--- config.mk ---
export PLATFORM = sky130hd
export DESIGN_NAME = rc_frame_decoder
export DESIGN_NICKNAME = d
export VERILOG_FILES = /design/src/rtl/rcfd_pkg.sv /design/src/rtl/rcfd_in_sync.sv /design/src/rtl/rcfd_slot_ctr.sv /design/src/rtl/rcfd_frame_seq.sv /design/src/rtl/rc_frame_decoder.sv
export SDC_FILE = /design/constraint.sdc
export NUM_CORES = 1
export LEC_CHECK = 0
export ABC_AREA = 1
export BUFFER_PORTS_ARGS = -buffer_cell sky130_fd_sc_hd__buf_2
export CAP_MARGIN = 0
export CORE_ASPECT_RATIO = 0.6
export CORE_UTILIZATION = 64
export CTS_CLUSTER_SIZE = 10
export DETAILED_ROUTE_END_ITERATION = 16
export PLACE_DENSITY = 0.87
export SLEW_MARGIN = 15
export SYNTH_ARGS = -nofsm -noshare
export SYNTH_HDL_FRONTEND = slang
export SYNTH_SLANG_ARGS = --single-unit
--- constraint.sdc ---
create_clock -name clk -period 3.2 [get_ports clk]
set_input_delay 0.32 -clock clk [delete_from_list [all_inputs] [get_ports clk]]
set_output_delay 0.32 -clock clk [all_outputs]
set_load 0.05 [all_outputs]
--- src/rtl/rcfd_pkg.sv ---
package rcfd_pkg;

   typedef enum logic [1:0] {
      SEQ_IDLE  = 2'd0,
      SEQ_READ  = 2'd1,
      SEQ_CLEAR = 2'd2
   } seq_state_t;

   function automatic int unsigned bits_for(input int unsigned n);
      return (n > 1) ? $clog2(n) : 1;
   endfunction

endpackage

--- src/rtl/rcfd_in_sync.sv ---
module rcfd_in_sync #(
   parameter int unsigned STAGES = 2
) (
   input  logic clk,
   input  logic rst,
   input  logic din,
   output logic level_o,
   output logic fall_o
);
   logic [STAGES-1:0] chain_q;
   logic              prev_q;

   initial assert (STAGES >= 2) else $error("rcfd_in_sync: STAGES must be at least 2");

   generate
      if (STAGES == 2) begin : g_two
         always_ff @(posedge clk) begin
            if (rst) chain_q <= '1;
            else     chain_q <= {chain_q[0], din};
         end
      end else begin : g_many
         always_ff @(posedge clk) begin
            if (rst) chain_q <= '1;
            else     chain_q <= {chain_q[STAGES-2:0], din};
         end
      end
   endgenerate

   always_ff @(posedge clk) begin
      if (rst) prev_q <= 1'b1;
      else     prev_q <= chain_q[STAGES-1];
   end

   assign level_o = chain_q[STAGES-1];
   assign fall_o  = prev_q & ~chain_q[STAGES-1];

   p_fall_single_r1: assert property (@(posedge clk) disable iff (rst)
      fall_o |=> !fall_o);

endmodule

--- src/rtl/rcfd_slot_ctr.sv ---
module rcfd_slot_ctr #(
   parameter int unsigned CNT_W    = 3,
   parameter bit          SATURATE = 1'b1
) (
   input  logic             clk,
   input  logic             rst,
   input  logic             clear_i,
   input  logic             step_i,
   output logic [CNT_W-1:0] cnt_o
);
   localparam logic [CNT_W-1:0] TOP = '1;

   logic [CNT_W-1:0] nxt;

   initial assert (CNT_W >= 2) else $error("rcfd_slot_ctr: CNT_W must be at least 2");

   generate
      if (SATURATE) begin : g_sat
         assign nxt = (cnt_o == TOP) ? cnt_o : cnt_o + 1'b1;
      end else begin : g_wrap
         assign nxt = cnt_o + 1'b1;
      end
   endgenerate

   always_ff @(posedge clk) begin
      if (rst || clear_i) cnt_o <= '0;
      else if (step_i)    cnt_o <= nxt;
   end

   p_step_r1: assert property (@(posedge clk) disable iff (rst)
      (step_i && !clear_i && cnt_o != TOP) |=> (cnt_o == $past(cnt_o) + 1'b1));

   p_clear_r7: assert property (@(posedge clk) disable iff (rst)
      clear_i |=> (cnt_o == '0));

   if (SATURATE) begin : g_sat_chk
      p_saturate_r9: assert property (@(posedge clk) disable iff (rst)
         (cnt_o == TOP && !clear_i) |=> (cnt_o == TOP));
   end

endmodule

--- src/rtl/rcfd_frame_seq.sv ---
module rcfd_frame_seq
   import rcfd_pkg::*;
#(
   parameter int unsigned SYNC_CYC = 175000,
   parameter int unsigned READ_CYC = 500,
   parameter int unsigned CLR_CYC  = 500
) (
   input  logic clk,
   input  logic rst,
   input  logic present_i,
   output logic read_o,
   output logic clear_o
);
   localparam int unsigned TMR_W  = bits_for(SYNC_CYC + 1);
   localparam int unsigned PH_MAX = (READ_CYC > CLR_CYC) ? READ_CYC : CLR_CYC;
   localparam int unsigned PH_W   = bits_for(PH_MAX);
   localparam logic [TMR_W-1:0] TMR_FULL = TMR_W'(SYNC_CYC);
   localparam logic [TMR_W-1:0] TMR_HIT  = TMR_W'(SYNC_CYC - 1);
   localparam logic [PH_W-1:0]  RD_LAST  = PH_W'(READ_CYC - 1);
   localparam logic [PH_W-1:0]  CL_LAST  = PH_W'(CLR_CYC - 1);

   initial assert (SYNC_CYC >= 2) else $error("rcfd_frame_seq: SYNC_CYC too small");
   initial assert (READ_CYC >= 1 && CLR_CYC >= 1) else $error("rcfd_frame_seq: strobe length zero");

   logic [TMR_W-1:0] tmr_q;
   logic [PH_W-1:0]  ph_q;
   seq_state_t       st_q;
   logic             hit;

   always_ff @(posedge clk) begin
      if (rst || !present_i)    tmr_q <= '0;
      else if (tmr_q != TMR_FULL) tmr_q <= tmr_q + 1'b1;
   end

   assign hit = present_i && (tmr_q == TMR_HIT);

   always_ff @(posedge clk) begin
      if (rst) begin
         st_q <= SEQ_IDLE;
         ph_q <= '0;
      end else begin
         unique case (st_q)
            SEQ_IDLE: begin
               ph_q <= '0;
               if (hit) st_q <= SEQ_READ;
            end
            SEQ_READ: begin
               if (ph_q == RD_LAST) begin
                  st_q <= SEQ_CLEAR;
                  ph_q <= '0;
               end else ph_q <= ph_q + 1'b1;
            end
            SEQ_CLEAR: begin
               if (ph_q == CL_LAST) begin
                  st_q <= SEQ_IDLE;
                  ph_q <= '0;
               end else ph_q <= ph_q + 1'b1;
            end
            default: st_q <= SEQ_IDLE;
         endcase
      end
   end

   assign read_o  = (st_q == SEQ_READ);
   assign clear_o = (st_q == SEQ_CLEAR);

   p_read_needs_carrier_r5: assert property (@(posedge clk) disable iff (rst)
      $rose(read_o) |-> $past(present_i));

   p_clear_follows_read_r7: assert property (@(posedge clk) disable iff (rst)
      $fell(read_o) |-> clear_o);

   p_strobes_apart_r7: assert property (@(posedge clk) disable iff (rst)
      !(read_o && clear_o));

endmodule

--- src/rtl/rc_frame_decoder.sv ---
module rc_frame_decoder #(
   parameter int unsigned CNT_W       = 3,
   parameter int unsigned SYNC_STAGES = 2,
   parameter int unsigned SYNC_CYC    = 175000,
   parameter int unsigned READ_CYC    = 500,
   parameter int unsigned CLR_CYC     = 500,
   parameter int unsigned SLOT_CH1    = 1,
   parameter int unsigned SLOT_CH2    = 2,
   parameter bit          SATURATE    = 1'b1
) (
   input  logic clk,
   input  logic rst,
   input  logic carrier_in,
   output logic servo_ch1,
   output logic servo_ch2,
   output logic dig_ch_a,
   output logic dig_ch_b,
   output logic read_strobe,
   output logic clear_strobe
);
   localparam logic [CNT_W-1:0] SLOT1 = CNT_W'(SLOT_CH1);
   localparam logic [CNT_W-1:0] SLOT2 = CNT_W'(SLOT_CH2);

   initial assert (SLOT_CH1 != SLOT_CH2) else $error("rc_frame_decoder: slots must differ");
   initial assert (SLOT_CH1 < (1 << CNT_W) && SLOT_CH2 < (1 << CNT_W))
      else $error("rc_frame_decoder: slot out of counter range");
   initial assert (SLOT_CH1 != 0 && SLOT_CH2 != 0) else $error("rc_frame_decoder: slot 0 is the idle slot");

   logic             present;
   logic             fall;
   logic [CNT_W-1:0] cnt;
   logic             rd, clr;

   rcfd_in_sync #(.STAGES(SYNC_STAGES)) u_sync (
      .clk(clk), .rst(rst), .din(carrier_in), .level_o(present), .fall_o(fall));

   rcfd_slot_ctr #(.CNT_W(CNT_W), .SATURATE(SATURATE)) u_ctr (
      .clk(clk), .rst(rst), .clear_i(clr), .step_i(fall), .cnt_o(cnt));

   rcfd_frame_seq #(.SYNC_CYC(SYNC_CYC), .READ_CYC(READ_CYC), .CLR_CYC(CLR_CYC)) u_seq (
      .clk(clk), .rst(rst), .present_i(present), .read_o(rd), .clear_o(clr));

   always_ff @(posedge clk) begin
      if (rst) begin
         dig_ch_a <= 1'b0;
         dig_ch_b <= 1'b0;
      end else if (rd) begin
         dig_ch_a <= cnt[0];
         dig_ch_b <= cnt[1];
      end
   end

   assign servo_ch1    = (cnt == SLOT1) && !clr;
   assign servo_ch2    = (cnt == SLOT2) && !clr;
   assign read_strobe  = rd;
   assign clear_strobe = clr;

   p_servo_excl_r4: assert property (@(posedge clk) disable iff (rst)
      !(servo_ch1 && servo_ch2));

   p_servo_low_clear_r7: assert property (@(posedge clk) disable iff (rst)
      clear_strobe |-> (!servo_ch1 && !servo_ch2));

   p_dig_hold_r8: assert property (@(posedge clk) disable iff (rst)
      !read_strobe |=> ($stable(dig_ch_a) && $stable(dig_ch_b)));

   p_rst_clear_r10: assert property (@(posedge clk)
      rst |=> (!dig_ch_a && !dig_ch_b && !read_strobe && !clear_strobe));

endmodule

==> results.md <==
- Status: finished with violations
- Failing checks: design-rule violations
- CTS root buffer: clkbuf_8
- Worst EP arrival: 1.49 ns
- Peak supply drop: 0.2690 mV
- First-pass GRT wire length: 6037 microns
- Yosys warns: 0
- Hold Crit Endpoint: u_sync.chain_q[0]
- Initial antenna violation count: 0
- Initial DRC Count: 168
- Setup bufs post-CTS: 0
- GP Congestion: 0.8664
- Placed inst area: 1923 sq um
- Number of CTS-inserted buffers: 5
- Detailed-route vias per instance: 5.384
- Slowest cell delay on critical path: 0.38 ns
- Yosys cell types: 23
- # DRC: 1
- Routed wire length: 3717 microns
- I/O pin cnt: 9
- Slowest cell on crit path: dfxtp_1
- Most Frequent Cell on Critical Path: inv_1
- Post-synth design cell area: 1843 sq um
- Slew headroom: 71.70%
- Chip width: 71.28 microns
- Mean Syn Cell Area: 7.228 sq um
- Core area: 2610 sq um
- Placed wire-length estimate: 2706 microns
- Fin crit share: 56.50%
- Worst hold path stage count: 2
- CP startpoint kind: register
- Share of cells above drive strength 1: 8.889%
- Global Route Usage Sum: 26.46%
- Hold Fails Final Rpt: 0
- Flops & latches, synth: 37
- CTS tree: yes
- Worst slack, placed: 1.686 ns
- Fmax: 553.1 MHz
- Cts hold-fix bufs: 0
- Power Dens Cells: 414.7 nW/um^2
- Final min period: 1.808 ns
- RR Endpoint: u_seq.st_q[0]
- Vias in the first global route: 1,319
- Crit path cell chain: inv_1 -> ha_1 -> inv_1 -> nand2_1 -> nor2_1 -> buf_2
- P_leak: 0.0008399 uW
- Post-DRT Antenna Nets: 0
- Port bufs: 8
- # H-tree levels: 2
- Flop pwr share: 56.7%
- Worst min path class: primary input to register
- Design area: 2009 sq um
- Area leader, netlist: dfxtp_1
- P_int: 648.6 uW
- CP Capture Type: output port
- Maximum root-to-sink buffer count: 2
- NetSw: 184.7 uW
- Flop2flop setup slack: 1.64 ns
- Cells after Synth: 255
- Synth-to-Final Area Change: 9.029%
- Slew Limit Fails: 0
- Worst-path maximum fanout: 4
- Hold Slack: 0.2192 ns
- Rows: 14
- Clock share of power: 39.0%
- Syn nets: 270
- Req. time, crit path: 2.88 ns
- Final #Nets: 285
- Post-cts resize count: 0
- Total chip power: 833.3 uW
- Die height: 43.57 microns
- RR Startpoint: u_seq.tmr_q[0]
- Die Footprint: 3105 sq um
- Skew final: 0.006491 ns
- Hold Crit Start: carrier_in
- Setup violators final: 0
- Grt total ovfl: 0
- Setup tns final: 0 ns
- Wire per inst: 12.31 microns
- # clock sinks: 37
- Synth top area share: 40.19%
- PnR worst setup slack: 1.392 ns
- Synth top area cells: dfxtp_1 (40%), nand2_1 (8.4%), nor2_1 (8.4%)
- Worst-case reg-to-reg path depth: 10
- Comb power frac: 4.3%
- Maxcap violations: 0
- RSZ-0062 raised after global routing: no
- Largest net degree at the start of global routing: 11
- DR pass1 iterations: 11
- Clock-pin transition on the worst setup and hold timing paths: 0.07 ns
- Starting density of the core: 70.61%
- Slew @ Worst Pin: 0.4200 ns
- Cell family with most CP delay: buffers and inverters
- Worst-Skew Late Latency: 0.29 ns
- Seq/Total Area, Yosys: 40.19%
- Buf/Inv on CP: 3
- Classification of the worst setup path: register to output port
- Diode count: 0
- Sw Ratio: 22.16%
- Routed via count: 1,626
state kept, by name, summed over array words and instances (netlist names):
| register | cells |
|---|---|
| u_sync.prev_q | 1 |
| dig_ch_a | 1 |
| dig_ch_b | 1 |
| u_seq.tmr_q | 18 |
| u_sync.chain_q | 2 |
| u_seq.ph_q | 9 |
| u_ctr.cnt_o | 3 |
| u_seq.st_q | 2 |
worst max path at each step:
stage              startpoint              end  slack (ns)  cells past startpoint
3_5_place_dp   u_seq.tmr_q[0]  u_seq.tmr_q[14]        1.69                      6
6_report        u_seq.st_q[0]        servo_ch1        1.39                      6
5_1_grt         u_seq.st_q[0]        servo_ch1        1.30                      6
4_1_cts         u_seq.st_q[0]        servo_ch1        1.39                      6
3_3_place_gp    u_seq.st_q[0]        servo_ch1        1.76                      6
2_1_floorplan   u_seq.st_q[0]        servo_ch1        1.22                      5
cells in the mapped netlist, drive strengths merged:
cell type / count
nand3: 15
nor3: 8
xnor2: 2
or2: 3
o21ai: 16
a21oi: 19
and3: 1
clkinv: 1
ha: 12
dfxtp: 37
xor2: 5
nand4: 10
nor2: 45
o22ai: 1
a31oi: 1
nand2: 43
inv: 36
power by group through the flow:
| stage | logic (uW) | clock network, uW | registers, uW |
|---|---|---|---|
| after floorplan | 26.2 | 0 | 481 |
| after global placement | 34.0 | 0 | 482 |
| after detailed placement | 34.6 | 0 | 483 |
| after CTS | 35.5 | 333 | 472 |
| after global routing | 41.0 | 346 | 473 |
| final | 35.7 | 325 | 472 |
through the flow:
stage,instances,util [%]
floorplan,255,-
global placement,295,73.68
detailed placement,295,73.68
CTS,302,76.99
global route,302,76.99
finish,302,76.99
logic make-up after synthesis:
kind of cell / share of synthesized area (%)
AOI/OAI and AO/OA: 10.18
xor gates and xnor gates: 3.327
adders and majority gates: 8.146
buffers and inverters: 7.535
DFF: 40.19
and+or+nand+nor: 30.62
metal layers:
metal / part of all wire [%] / routed length (microns) / GRT usage, % / vias to the layer above
met5: 0 / 0 / 0 / -
met2: 37 / 1359 / 34.48 / 58
met3: 7.5 / 277 / 7.907 / 7
li1: - / - / - / 856
met1: 55 / 2028 / 41.00 / 705
met4: 1.4 / 51 / 8.800 / 0
layout make-up:
class	count	area, sq um
Sequential cell	37	740.7
Fill cell	204	600.6
Inverter	37	138.9
Multi-Input combinational cell	181	963.4
Clock buffer	7	86.33
Tap cell	32	40.04
Timing Repair Buffer	8	40.04
layout by cell type, fill, tap and decap left out, types with 2 or more instances in the layout:
| cell | instances |
|---|---|
| o21ai_0 | 16 |
| xnor2_1 | 2 |
| or2_2 | 2 |
| nand4_1 | 10 |
| a21oi_1 | 19 |
| buf_2 | 8 |
| nand2_2 | 2 |
| xor2_1 | 5 |
| nand3_1 | 15 |
| nor2_1 | 41 |
| clkbuf_8 | 6 |
| inv_1 | 35 |
| ha_1 | 12 |
| nor2_2 | 3 |
| nand2_1 | 41 |
| dfxtp_1 | 37 |
| nor3_1 | 7 |
worst register-to-register path: stages, from the launching register on:
cell and delay, ns:
dfxtp_1 0.41, ha_1 0.24, nand2_1 0.14, inv_1 0.09, nand3_1 0.07, nor2_1 0.10, nand2_1 0.06, nand2_1 0.12
nand3_1 0.10, nand2_1 0.08, nor2_1 0.03
Power figures use the tool's default switching activity.
